File: config.mk
export PLATFORM = sky130hd
export DESIGN_NAME = spi_slv_serdes
export DESIGN_NICKNAME = d
export VERILOG_FILES = /design/src/rtl/spi_slv_pkg.sv /design/src/rtl/spi_slv_sync.sv /design/src/rtl/spi_slv_edge.sv /design/src/rtl/spi_slv_shift.sv /design/src/rtl/spi_slv_flags.sv /design/src/rtl/spi_slv_serdes.sv
export SDC_FILE = /design/constraint.sdc
export NUM_CORES = 1
export LEC_CHECK = 0
export CORE_ASPECT_RATIO = 0.5
export CORE_MARGIN = 4
export CORE_UTILIZATION = 40
export DETAILED_ROUTE_END_ITERATION = 12
export HOLD_SLACK_MARGIN = 0.02
export PLACE_DENSITY = 0.63
export SLEW_MARGIN = 20
export SYNTH_ARGS = -nofsm -noshare
export SYNTH_HDL_FRONTEND = slang
export SYNTH_SLANG_ARGS = --single-unit
File: constraint.sdc
create_clock -name clk_i -period 2.7 [get_ports clk_i]
set_input_delay 0.54 -clock clk_i [delete_from_list [all_inputs] [get_ports clk_i]]
set_output_delay 0.54 -clock clk_i [all_outputs]
set_load 0.02 [all_outputs]
File: src/rtl/spi_slv_pkg.sv
package spi_slv_pkg;

  localparam int unsigned SYNC_STAGES = 2;

  typedef struct packed {
    logic capture;   // sample mosi
    logic change;    // advance miso
    logic sel_fall;  // select just asserted
  } spi_edge_t;

endpackage

File: src/rtl/spi_slv_sync.sv
module spi_slv_sync #(
  parameter int unsigned WIDTH = 3,
  parameter logic [WIDTH-1:0] RST_VAL = '0
) (
  input  logic             clk_i,
  input  logic             rst_ni,
  input  logic [WIDTH-1:0] d_i,
  output logic [WIDTH-1:0] q_o
);

  for (genvar g = 0; g < WIDTH; g++) begin : g_bit
    logic meta_q, sync_q;
    always_ff @(posedge clk_i or negedge rst_ni) begin
      if (!rst_ni) begin
        meta_q <= RST_VAL[g];
        sync_q <= RST_VAL[g];
      end else begin
        meta_q <= d_i[g];
        sync_q <= meta_q;
      end
    end
    assign q_o[g] = sync_q;
  end

endmodule

File: src/rtl/spi_slv_edge.sv
module spi_slv_edge
  import spi_slv_pkg::*;
(
  input  logic      clk_i,
  input  logic      rst_ni,
  input  logic      sck_s_i,
  input  logic      nss_s_i,
  input  logic      cpol_i,
  input  logic      ncpha_i,
  output spi_edge_t ev_o
);

  logic sck_q, nss_q;
  logic toggled, leading, trailing, selected;

  always_ff @(posedge clk_i or negedge rst_ni) begin
    if (!rst_ni) begin
      sck_q <= 1'b0;
      nss_q <= 1'b1;
    end else begin
      sck_q <= sck_s_i;
      nss_q <= nss_s_i;
    end
  end

  always_comb begin
    toggled     = sck_s_i ^ sck_q;
    leading     = toggled & (sck_s_i ^ cpol_i);
    trailing    = toggled & ~(sck_s_i ^ cpol_i);
    selected    = ~nss_s_i;
    ev_o.capture  = selected & (ncpha_i ? leading : trailing);
    ev_o.change   = selected & (ncpha_i ? trailing : leading);
    ev_o.sel_fall = nss_q & ~nss_s_i;
  end

  // pulse width > 2 clocks: an edge is never followed by another in the next cycle
  AST_EDGE_SPACING: assert property (@(posedge clk_i) disable iff (!rst_ni)
    (ev_o.capture || ev_o.change) |=> !(ev_o.capture || ev_o.change));

endmodule

File: src/rtl/spi_slv_shift.sv
module spi_slv_shift
  import spi_slv_pkg::*;
#(
  parameter int unsigned MAX_BITS = 16,
  localparam int unsigned CNT_W = $clog2(MAX_BITS + 1),
  localparam int unsigned IDX_W = $clog2(MAX_BITS)
) (
  input  logic                clk_i,
  input  logic                rst_ni,
  input  logic                nss_s_i,
  input  logic                mosi_s_i,
  input  spi_edge_t           ev_i,
  input  logic [CNT_W-1:0]    nbits_i,
  input  logic [MAX_BITS-1:0] tx_hold_i,
  output logic                miso_o,
  output logic                tx_copy_o,
  output logic                rx_load_o,
  output logic [MAX_BITS-1:0] rx_word_o
);

  logic [CNT_W-1:0]    bit_cnt;
  logic [MAX_BITS-2:0] rx_sh;
  logic [MAX_BITS-1:0] tx_sh;
  logic [MAX_BITS-1:0] rx_next, len_mask;
  logic                last_bit;

  always_comb begin
    last_bit  = (bit_cnt == nbits_i - CNT_W'(1));
    rx_next   = {rx_sh, mosi_s_i};
    len_mask  = {MAX_BITS{1'b1}} >> (CNT_W'(MAX_BITS) - nbits_i);
    rx_word_o = rx_next & len_mask;
    rx_load_o = ev_i.capture & last_bit;
    tx_copy_o = ev_i.sel_fall | rx_load_o;
    miso_o    = tx_sh[IDX_W'(nbits_i - CNT_W'(1))];
  end

  always_ff @(posedge clk_i or negedge rst_ni) begin
    if (!rst_ni) begin
      bit_cnt <= '0;
      rx_sh   <= '0;
    end else if (nss_s_i) begin
      bit_cnt <= '0;  // partial word dropped
    end else if (ev_i.sel_fall) begin
      bit_cnt <= '0;
      rx_sh   <= '0;
    end else if (ev_i.capture) begin
      if (last_bit) begin
        bit_cnt <= '0;
        rx_sh   <= '0;
      end else begin
        bit_cnt <= bit_cnt + CNT_W'(1);
        rx_sh   <= rx_next[MAX_BITS-2:0];
      end
    end
  end

  // first change edge of a word keeps the freshly loaded MSB
  always_ff @(posedge clk_i or negedge rst_ni) begin
    if (!rst_ni) begin
      tx_sh <= '0;
    end else if (tx_copy_o) begin
      tx_sh <= tx_hold_i;
    end else if (ev_i.change && (bit_cnt != '0)) begin
      tx_sh <= {tx_sh[MAX_BITS-2:0], 1'b0};
    end
  end

  AST_CNT_CLEAR: assert property (@(posedge clk_i) disable iff (!rst_ni)
    nss_s_i |=> (bit_cnt == '0));
  AST_LOAD_SELECTED: assert property (@(posedge clk_i) disable iff (!rst_ni)
    rx_load_o |-> !nss_s_i);

endmodule

File: src/rtl/spi_slv_flags.sv
module spi_slv_flags #(
  parameter int unsigned MAX_BITS = 16
) (
  input  logic                clk_i,
  input  logic                rst_ni,
  input  logic                tx_wr_i,
  input  logic [MAX_BITS-1:0] tx_data_i,
  input  logic                tx_copy_i,
  input  logic                rx_load_i,
  input  logic [MAX_BITS-1:0] rx_word_i,
  input  logic                rx_rd_i,
  input  logic                ovr_clr_i,
  output logic [MAX_BITS-1:0] tx_hold_o,
  output logic                tx_empty_o,
  output logic [MAX_BITS-1:0] rx_data_o,
  output logic                rx_full_o,
  output logic                rx_ovr_o
);

  always_ff @(posedge clk_i or negedge rst_ni) begin
    if (!rst_ni) begin
      tx_hold_o  <= '0;
      tx_empty_o <= 1'b1;
    end else begin
      if (tx_wr_i) tx_hold_o <= tx_data_i;
      if (tx_wr_i)        tx_empty_o <= 1'b0;  // write wins over copy
      else if (tx_copy_i) tx_empty_o <= 1'b1;
    end
  end

  always_ff @(posedge clk_i or negedge rst_ni) begin
    if (!rst_ni) begin
      rx_data_o <= '0;
      rx_full_o <= 1'b0;
      rx_ovr_o  <= 1'b0;
    end else begin
      if (rx_load_i) rx_data_o <= rx_word_i;
      if (rx_load_i)    rx_full_o <= 1'b1;
      else if (rx_rd_i) rx_full_o <= 1'b0;
      if (rx_load_i && rx_full_o && !rx_rd_i) rx_ovr_o <= 1'b1;
      else if (ovr_clr_i)                     rx_ovr_o <= 1'b0;
    end
  end

  AST_FULL_ON_LOAD: assert property (@(posedge clk_i) disable iff (!rst_ni)
    rx_load_i |=> rx_full_o);
  AST_OVR_ON_UNREAD: assert property (@(posedge clk_i) disable iff (!rst_ni)
    (rx_load_i && rx_full_o && !rx_rd_i) |=> rx_ovr_o);
  AST_READ_NO_OVR: assert property (@(posedge clk_i) disable iff (!rst_ni)
    (rx_rd_i && !rx_ovr_o && !ovr_clr_i) |=> !rx_ovr_o);
  AST_EMPTY_ON_COPY: assert property (@(posedge clk_i) disable iff (!rst_ni)
    (tx_copy_i && !tx_wr_i) |=> tx_empty_o);

endmodule

File: src/rtl/spi_slv_serdes.sv
module spi_slv_serdes
  import spi_slv_pkg::*;
#(
  parameter int unsigned MIN_BITS = 8,
  parameter int unsigned MAX_BITS = 16,
  parameter int unsigned CODE_W   = 4
) (
  input  logic                clk_i,
  input  logic                rst_ni,
  input  logic                sck_i,
  input  logic                nss_i,
  input  logic                mosi_i,
  output logic                miso_o,
  output logic                miso_oen_o,
  input  logic                cfg_cpol_i,
  input  logic                cfg_ncpha_i,
  input  logic [CODE_W-1:0]   cfg_bits_i,
  input  logic                tx_wr_i,
  input  logic [MAX_BITS-1:0] tx_data_i,
  output logic                tx_empty_o,
  input  logic                rx_rd_i,
  output logic [MAX_BITS-1:0] rx_data_o,
  output logic                rx_full_o,
  input  logic                ovr_clr_i,
  output logic                rx_ovr_o
);

  localparam int unsigned CNT_W    = $clog2(MAX_BITS + 1);
  localparam int unsigned CODE_TOP = MAX_BITS - MIN_BITS;

  logic [2:0]          pins_s;
  logic                sck_s, nss_s, mosi_s;
  spi_edge_t           ev;
  logic [CNT_W-1:0]    nbits;
  logic [MAX_BITS-1:0] tx_hold, rx_word;
  logic                tx_copy, rx_load;

  spi_slv_sync #(.WIDTH(3), .RST_VAL(3'b010)) u_sync (
    .clk_i (clk_i),
    .rst_ni(rst_ni),
    .d_i   ({mosi_i, nss_i, sck_i}),
    .q_o   (pins_s)
  );
  assign {mosi_s, nss_s, sck_s} = pins_s;

  // reserved codes saturate to the longest word
  always_comb begin
    if (32'(cfg_bits_i) > CODE_TOP) nbits = CNT_W'(MAX_BITS);
    else                            nbits = CNT_W'(MIN_BITS) + CNT_W'(cfg_bits_i);
  end

  spi_slv_edge u_edge (
    .clk_i  (clk_i),
    .rst_ni (rst_ni),
    .sck_s_i(sck_s),
    .nss_s_i(nss_s),
    .cpol_i (cfg_cpol_i),
    .ncpha_i(cfg_ncpha_i),
    .ev_o   (ev)
  );

  spi_slv_shift #(.MAX_BITS(MAX_BITS)) u_shift (
    .clk_i    (clk_i),
    .rst_ni   (rst_ni),
    .nss_s_i  (nss_s),
    .mosi_s_i (mosi_s),
    .ev_i     (ev),
    .nbits_i  (nbits),
    .tx_hold_i(tx_hold),
    .miso_o   (miso_o),
    .tx_copy_o(tx_copy),
    .rx_load_o(rx_load),
    .rx_word_o(rx_word)
  );

  spi_slv_flags #(.MAX_BITS(MAX_BITS)) u_flags (
    .clk_i     (clk_i),
    .rst_ni    (rst_ni),
    .tx_wr_i   (tx_wr_i),
    .tx_data_i (tx_data_i),
    .tx_copy_i (tx_copy),
    .rx_load_i (rx_load),
    .rx_word_i (rx_word),
    .rx_rd_i   (rx_rd_i),
    .ovr_clr_i (ovr_clr_i),
    .tx_hold_o (tx_hold),
    .tx_empty_o(tx_empty_o),
    .rx_data_o (rx_data_o),
    .rx_full_o (rx_full_o),
    .rx_ovr_o  (rx_ovr_o)
  );

  assign miso_oen_o = nss_s;

  AST_OEN_DESELECTED: assert property (@(posedge clk_i) disable iff (!rst_ni)
    miso_oen_o |-> !rx_load);
  AST_NO_COPY_IDLE: assert property (@(posedge clk_i) disable iff (!rst_ni)
    nss_s |-> !tx_copy);

endmodule

==> After elaboration in Yosys (flattened, before gate mapping) <==
Cells that the tools add are included.
{ "op_classes": {"addsub": 4, "order_cmp": 2, "eq_ne": 1, "shifts": 1, "muxes": 20, "n_bitwise": 12, "n_reduce_logical": 12} }
{ "op_table": {"columns": ["op", "n"], "rows": [
  ["two-way mux 15 bit", 3],
  ["two-way mux 16 bit", 2],
  ["two-way mux 5 bit", 5],
  ["bitwise AND 16 bit", 1],
  [">> shifter 16 x 5 -> 16 bit, first input constant", 1],
  ["nonzero test 2 bit", 5],
  ["two-way mux 1 bit", 9],
  ["bitwise AND 1 bit", 6],
  ["adder 4 x 4 -> 5 bit, first input constant", 1],
  ["adder 5 x 1 -> 5 bit, second input constant", 1],
  ["equality test 5 bit", 1],
  ["less-than comparator 4 x 5 -> 1 bit, second input constant", 1],
  ["nonzero test 5 bit", 1],
  ["subtractor 5 x 1 -> 5 bit, second input constant", 1],
  ["subtractor 5 bit, first input constant", 1],
  ["binary-select mux 1 bit (select 4 bit)", 1],
  ["greater-than comparator 4 bit, second input constant", 1],
  ["logical AND 1 bit", 3],
  ["nonzero test 3 bit", 1],
  ["inverter 1 bit", 2],
  ["AND reduction 2 bit", 1],
  ["bitwise XOR 1 bit", 2],
  ["zero test 1 bit", 1],
  ["OR 1 bit", 1]
]} }
{ "totals": {"reg_bits": 79, "input_bits": 30, "wordCells": 68} }

==> Longest topological paths before layout <==
Gate-level depths: netlist of the first run.
{ "depth": {"word_depth": 9, "mapped_depth": 12} }

==> Hierarchy <==
Synthesis of the first run repeated with hierarchy kept, for this count alone.
{ "unflattened": {"cells_unflattened": 283, "area_unflattened_um2": 3871.2} }
{ "modules_own_cells": {"columns": ["module", "n_inst", "cells_per_inst", "area_per_inst_um2", "seq_area_each_um2"], "rows": [
  ["spi_slv_shift", 1, 184, 2165.8, 900.9],
  ["spi_slv_flags", 1, 77, 1397.6, 877.1],
  ["spi_slv_sync", 1, 9, 175.2, 152.6],
  ["spi_slv_edge", 1, 8, 106.4, 51.3],
  ["spi_slv_serdes", 1, 5, 26.3, 0.0]
]} }

==> Worst setup path after synthesis of the first run <==
No wires, ideal clock.
{ "synth_timing": {"kind": "input port to output port", "startpoint": "input cfg_bits_i[3]", "endpoint": "output miso_o", "arrival_time_ps": 2367, "required_time_ps": 2160, "slack_ps": -207, "stages": 11, "n_path_buf": 3, "cell_sequence": "buf_6 > nor2b_4 > buf_6 > inv_1 > ha_1 > inv_1 > ha_1 > clkbuf_1 > mux4_2 > a211oi_1 > a21oi_1"} }
{ "synth_via": {"elab_chain_cells": 5} }
{ "synth_lines": {"columns": ["item", "line", "rtl"], "rows": [
  ["start, declared", "spi_slv_serdes.sv:17", "input logic [CODE_W-1:0] cfg_bits_i,"],
  ["adder 4 x 4 -> 5 bit / greater-than comparator 4 bit (equally long branches)", "spi_slv_serdes.sv:49, spi_slv_serdes.sv:48", null],
  ["two-way mux 5 bit (*)", "spi_slv_serdes.sv:48", "if (32'(cfg_bits_i) > CODE_TOP) nbits = CNT_W'(MAX_BITS);"],
  ["subtractor 5 x 1 -> 5 bit (*)", "spi_slv_shift.sv:34", "miso_o = tx_sh[IDX_W'(nbits_i - CNT_W'(1))];"],
  ["binary-select mux 1 bit (select 4 bit) (*)", "spi_slv_shift.sv:34", null],
  ["two-way mux 1 bit (not written as such) (*)", "spi_slv_shift.sv:34", null],
  ["end, declared", "spi_slv_serdes.sv:13", "output logic miso_o,"]
]} }
Every way passes the cells marked *; elsewhere a longest branch is shown, timed or not. The select of a mux whose other input is x is not followed.

==> Worst setup path in the final report of the first run <==
{ "layout_timing": {"startpoint": "input cfg_bits_i[0]", "endpoint": "output miso_o"} }
Same word-level chain as after synthesis.

==> summary.md, run 1 <==
| Metric | Value |
|---|---|
| Status | complete, no violations |
| Synth top area share | 0.507 |
| Pre-antenna DRT Iters | 4 |
| Crit path cell chain | buf_6 -> nor2b_4 -> inv_2 -> ha_4 -> inv_4 -> ha_4 -> mux4_2 -> nor2b_4 -> a211oi_2 -> a21oi_2 -> buf_6 |
| Placed cell count | 446 |
| Clock Path Buffers | 2 |
| Wirelength per Cell | 16.7 um |
| Netlist cell types | 46 |
| Root buf cell | clkbuf_16 |
| Largest net degree at the start of global routing | 80 |
| Die Ht | approximately 76 um |
| Number of fill cells | 723 |
| TritonCTS clock tree | done |
| Routed wire length | roughly 7800 um |
| Setup_tns | 0 ns |
| Worst VDD drop | 0.338 mV |
| Period utilisation layout | 0.971 |
| Post-Synthesis Cells | 274 |
| Pre-CTS setup slack | -0.830 ns |
| Placed instance area | ~4500 um^2 |
| FF/Latch Area | between 1500 and 2000 um^2 |
| Final non-filler cell total | ~470 |
| Max-slew headroom | 0.496 |
| Core footprint | 8860 um^2 |
| Vias in the first global route | 2671 |
| Io pins | 51 |
| Critical path type | primary input to primary output |
| Mapped cell area | 3700 um^2 |
| Worst-Margin Slew | between 0.7 and 0.8 ns |
| Mean post-synth cell area | 13.5 um^2 |
| Global-route wire length before repair | 13200 um |
| Most frequent cells in the layout | dfrtp_1 (75), mux2_2 (48), clkdlybuf4s50_1 (44) |
| Area of the multi-input gates | 1710 um^2 |
| Max capacitance violation total | 0 |
| Finished Cell Area | 4890 um^2 |
| Fin worst setup slack | 0.0794 ns |
| Setup violations, final | 0 |
| CP Launch Type | primary input |
| Die Outline Area | 10900 um^2 |
| Vias | 2425 |
| Min-delay worst type | primary input to async pin |
| CTS Sinks | a little under 80 |
| Most used DFF post-synth | dfrtp_1 |
| Post-route ant nets | 0 |
| Vias per Instance | between 5 and 6 |
| Synth async-reset ratio | 1.00 |
| Max incr delay on CP | approximately 0.29 ns |
| H-tree levels | 3 |
| Residual DRC count | 0 |
| Total global routing overflow | 0 |
| Final HPWL DP | 5260 um |
| Pwr dens | 599 nW/um^2 |
| Hold Fails Final Rpt | 0 |
| Synth Net Count | 310 |
| WP data required | 2.16 ns |
| Seq/Total Area, Yosys | 0.536 |
| Initial antenna violation count | 0 |
| Post-synth EDFFs | 0 |
| Cell Rows | 24 |
| Area delta synth->final | 32.2% |
| # nets final | 382 |
| Critical path arrival | 2.08 ns |
| Detailed Route Iter0 Violations | around 190 |
| Crit path from | cfg_bits_i[0] |
| Port Buffers | 50 |
| Max-slew violations | 0 |
| Layout cell share with drive strength beyond 1 | 0.365 |
| Die W | 144 um |
| Unrepaired setup endpoints after global routing | true |
| Total power | 0.00293 W |
| Commonest non-fill, non-tap cell in the layout | dfrtp_1 |
| Worst R2R Start | u_shift.bit_cnt[3] |
| CP max-delay cell | mux4_2 |
| Max Freq | 382 MHz |
| Gr usage total | 0.151 |
| Leak pwr | 2.18 nW |
| GPL Wtd Cong | 0.823 |
| Worst skew pair latency | 0.33 ns |
| Synth top area cells | dfrtp_1 (51%), mux2_2 (15%), a22o_1 (3.8%) |
| Critical path's top delay family | adder cells |
| Num CTS Buffers | 9 |
| Clock slew at the register clock pins of the worst setup and hold paths | 0.05 ns |
| Yosys warns | 0 |
| CP max FO | 3 |
| Tmin final | 2.62 ns |
| FF+latch count, synth | 79 |
| Leading area contributor after synthesis | dfrtp_1 |
| Starting Density | 0.418 |
| Setup crit end kind | primary output |
| Layout Skew | 0.00587 ns |
| Ant diodes | 0 |
| Worst path buffer plus inverter count | 4 |
==> worst paths after layout <==
kind,endpoint,slack [ns],cells after the start
max reg2reg,u_flags.rx_data_o[4],0.51,5
min reg2reg,u_sync.g_bit[0].sync_q,0.35,0
max,miso_o,0.08,11
max in group asynchronous,u_edge.nss_q,2.13,2
min in group clk_i,u_sync.g_bit[0].sync_q,0.35,0
min,u_flags.tx_hold_o[2],0.24,2
==> final cells by class <==
class | count | area share
clock buffer | 16 | 0.0576
inverter | 13 | 0.0105
multi-input combinational | 169 | 0.349
sequential | 79 | 0.405
tap | 117 | 0.0299
timing repair buffer | 74 | 0.147
==> kinds of logic (layout without fill, tap and decap cells) <==
group	Yosys count	count (layout)	share of synthesized area
buffers and inverters	27	103	0.0372
AO/OA/AOI/OAI	38	38	0.0863
multiplexers	70	70	0.227
XOR/XNOR	6	6	0.0142
flip-flops	79	79	0.536
AND/OR/NAND/NOR	48	49	0.0788
adder cells (fa/ha/maj)	6	6	0.0203
==> registers in the layout, indices dropped and copies added, names as in the netlist <==
name / count
u_flags.tx_hold_o: 16
u_flags.rx_ovr_o: 1
u_edge.sck_q: 1
u_sync.g_bit.meta_q: 3
u_flags.rx_full_o: 1
u_flags.tx_empty_o: 1
u_flags.rx_data_o: 16
u_shift.bit_cnt: 5
u_shift.tx_sh: 16
u_shift.rx_sh: 15
u_sync.g_bit.sync_q: 3
u_edge.nss_q: 1
==> repair_timing <==
| action | 4_1_cts | 5_1_grt |
|---|---|---|
| pin swaps | 5 | 5 |
| gates resized for setup | 24 | 14 |
| buffers inserted | 3 | 2 |
| hold buffers | 0 | 0 |
| gates cloned | 0 | 1 |
| endpoints found under the setup margin | 56 | 36 |
==> where the power goes <==
| group | switching (W) | internal [W] |
|---|---|---|
| logic | 0.000182 | 0.000274 |
| registers | 0.0000653 | 0.00128 |
| clock network | 0.000433 | 0.000699 |
==> worst reg2reg max path: cells and delay by family (launching register included) <==
| kind | cells | cell delay (ns) |
|---|---|---|
| AOI/OAI and AO/OA | 2 | 0.68 |
| DFF | 1 | 0.46 |
| muxes | 1 | 0.36 |
| and+or+nand+nor | 2 | 0.58 |
==> synth_stat cells, drive strengths merged (4+ instances only) <==
| cell | n |
|---|---|
| nor2 | 4 |
| ha | 6 |
| xor2 | 4 |
| inv | 13 |
| a21oi | 8 |
| nor3b | 4 |
| mux2i | 9 |
| dfrtp | 75 |
| nand2b | 6 |
| buf | 8 |
| clkbuf | 6 |
| a22o | 16 |
| dfstp | 4 |
| nand2 | 12 |
| mux2 | 58 |
==> per-layer routing <==
layer | track usage | up-vias | part of all wire
met1 | 0.200 | 1216 | 0.47
li1 | - | 1134 | -
met3 | 0.0439 | 16 | 0.042
met5 | 0 | - | 0
met4 | 0.0489 | 0 | 0.018
met2 | 0.238 | 59 | 0.47
==> per-stage QoR <==
| stage | hold WS, ns | utilization |
|---|---|---|
| 4_1_cts | 0.247 | 0.546 |
| 5_1_grt | 0.275 | 0.552 |
| 3_3_place_gp | 0.335 | 0.506 |
| 3_5_place_dp | 0.337 | 0.506 |
| 6_report | 0.235 | 0.552 |
| 2_1_floorplan | 0.244 | - |
(Power assumes the default switching activity.)
==> run 2: changes to the inputs <==
==> constraint.sdc (replaced) <==
create_clock -name clk_i -period 2.7 [get_ports clk_i]
set_input_delay 0.405 -clock clk_i [delete_from_list [all_inputs] [get_ports clk_i]]
set_output_delay 0.405 -clock clk_i [all_outputs]
set_load 0.02 [all_outputs]
==> run 2 against run 1 <==
Compared with the run above: hold slack worse by 0.13 ns; die area did not move; fmax grew 2.0%; global-route usage decreased by 0.13 points; highest routed layer unchanged; sequential power hardly changed; combinational power down 9.6%.
==> summary.md, run 2 (synthesis results as in run 1) <==
| Metric | Value |
|---|---|
| Status | complete, no violations |
| Post-route ant nets | 0 |
| Area delta synth->final | 30.0% |
| Fin worst setup slack | about 0.13 ns |
| Worst VDD drop | approximately 0.35 mV |
| Setup violations, final | 0 |
| Final HPWL DP | 5230 um |
| Most frequent cells in the layout | dfrtp_1 (75), mux2_2 (49), clkdlybuf4s50_1 (45) |
| Layout cell share with drive strength beyond 1 | 0.322 |
| Total global routing overflow | 0 |
| Starting Density | 0.418 |
| CP Launch Type | primary input |
| Number of fill cells | 722 |
| Die Outline Area | ~11000 um^2 |
| CP max-delay cell | ha_4 |
| Min-delay worst type | primary input to async pin |
| Critical path type | primary input to primary output |
| Routed wire length | 7520 um |
| FF/Latch Area | 1980 um^2 |
| Gr usage total | 0.150 |
| Die W | about 140 um |
| Largest net degree at the start of global routing | 80 |
| Io pins | 51 |
| Max-slew headroom | 0.477 |
| Crit path cell chain | dlygate4sd2_1 -> nand2b_4 -> ha_2 -> inv_2 -> ha_4 -> mux4_2 -> nor2b_1 -> a211oi_1 -> a21oi_1 -> buf_4 |
| Post-CTS setup repair buffer count | 0 |
| Initial antenna violation count | 0 |
| Wirelength per Cell | 16.3 um |
| Cell Rows | 24 |
| Pre-antenna DRT Iters | 4 |
| CP max FO | 3 |
| WP data required | 2.30 ns |
| Clock slew at the register clock pins of the worst setup and hold paths | 0.05 ns |
| Critical path arrival | 2.16 ns |
| Area of the multi-input gates | 1630 um^2 |
| Detailed Route Iter0 Violations | 144 |
| Setup crit end kind | primary output |
| Max Freq | 389 MHz |
| Worst skew pair latency | 0.34 ns |
| Final Core Density | 0.543 |
| Global-route wire length before repair | 13100 um |
| Residual DRC count | 0 |
| Vias in the first global route | between 2000 and 3000 |
| Placed instance area | 4420 um^2 |
| Vias | roughly 2400 |
| GPL Wtd Cong | between 0.8 and 0.9 |
| Finished Cell Area | ~4800 um^2 |
| TritonCTS clock tree | done |
| Max capacitance violation total | 0 |
| Max-slew violations | 0 |
| Vias per Instance | roughly 5.2 |
| Clock Path Buffers | 2 |
| Leak pwr | 2.14 nW |
| Worst path buffer plus inverter count | 3 |
| # nets final | around 380 |
| H-tree levels | 3 |
| Max incr delay on CP | 0.28 ns |
| Die Ht | 76.0 um |
| Unrepaired setup endpoints after global routing | false |
| Worst-Margin Slew | 0.782 ns |
| Hold Fails Final Rpt | 0 |
| Ant diodes | 0 |
| Commonest non-fill, non-tap cell in the layout | dfrtp_1 |
| Root buf cell | clkbuf_16 |
| Setup_tns | 0 ns |
| Tmin final | 2.57 ns |
| Port Buffers | 50 |
| Period utilisation layout | 0.951 |
| Pre-CTS setup slack | -0.716 ns |
| Pwr dens | 648 nW/um^2 |
| Post-CTS Hold Fix Bufs | 0 |
| Layout Skew | 0.00675 ns |
| CTS Sinks | 79 |
| Top Registers | u_flags.rx_data_o: 16 flops, u_flags.tx_hold_o: 16 flops, u_shift.tx_sh: 16 flops |
| Critical path's top delay family | buffers and inverters |
| Core footprint | 8860 um^2 |
| Num CTS Buffers | 9 |
## run 2: worst paths after layout
check	slack, ns	depth (start not counted)	endpoint	startpoint
min in group clk_i	0.35	0	u_sync.g_bit[0].sync_q	u_sync.g_bit[0].meta_q
worst max register to register	0.49	7	u_shift.tx_sh[15]	u_shift.bit_cnt[3]
max in group asynchronous	2.11	1	u_flags.rx_ovr_o	rst_ni
worst min register to register	0.35	0	u_sync.g_bit[0].sync_q	u_sync.g_bit[0].meta_q
worst max-delay path	0.13	10	miso_o	cfg_bits_i[3]
worst min-delay path	0.11	1	u_flags.tx_hold_o[2]	rst_ni
## run 2: area by class of cell
class,count,area share
repair buffers,69,0.140
multi-input cells,168,0.339
well taps,117,0.0305
clock buffers,12,0.0492
flip-flops and latches,79,0.412
clock inverters,4,0.0198
inverters,13,0.0102
## run 2: repair_timing
action / CTS / global route
pin swaps: 3 / 0
setup endpoints to repair: 56 / 2
endpoints found under the hold margin: 0 / 0
resized for setup: 15 / 2
## run 2: metal layers
metal | wire (um) | part of all wire | GRT usage | vias to the layer above
li1 | - | - | - | 1127
met1 | 3500 | 0.47 | 0.203 | 1209
met2 | 3590 | 0.48 | 0.228 | 48
met3 | 343 | 0.046 | 0.0502 | 11
met4 | 87 | 0.012 | 0.0451 | 0
met5 | 0 | 0 | 0 | -
## run 2: power breakdown
part / total [W] / switching (W) / internal (W)
clock network: 0.00136 / 0.000460 / 0.000902
logic: 0.000412 / 0.000167 / 0.000245
registers: 0.00134 / 0.0000628 / 0.00128
total: 0.00311 / 0.000690 / 0.00242
## run 2: stage by stage
stage	total power, W	hold WS (ns)	std cells
floorplan	0.00160	0.109	274
global placement	0.00175	0.335	446
detailed placement	0.00176	0.340	446
CTS	0.00314	0.274	462
global route	0.00325	0.164	462
finish	0.00311	0.107	462
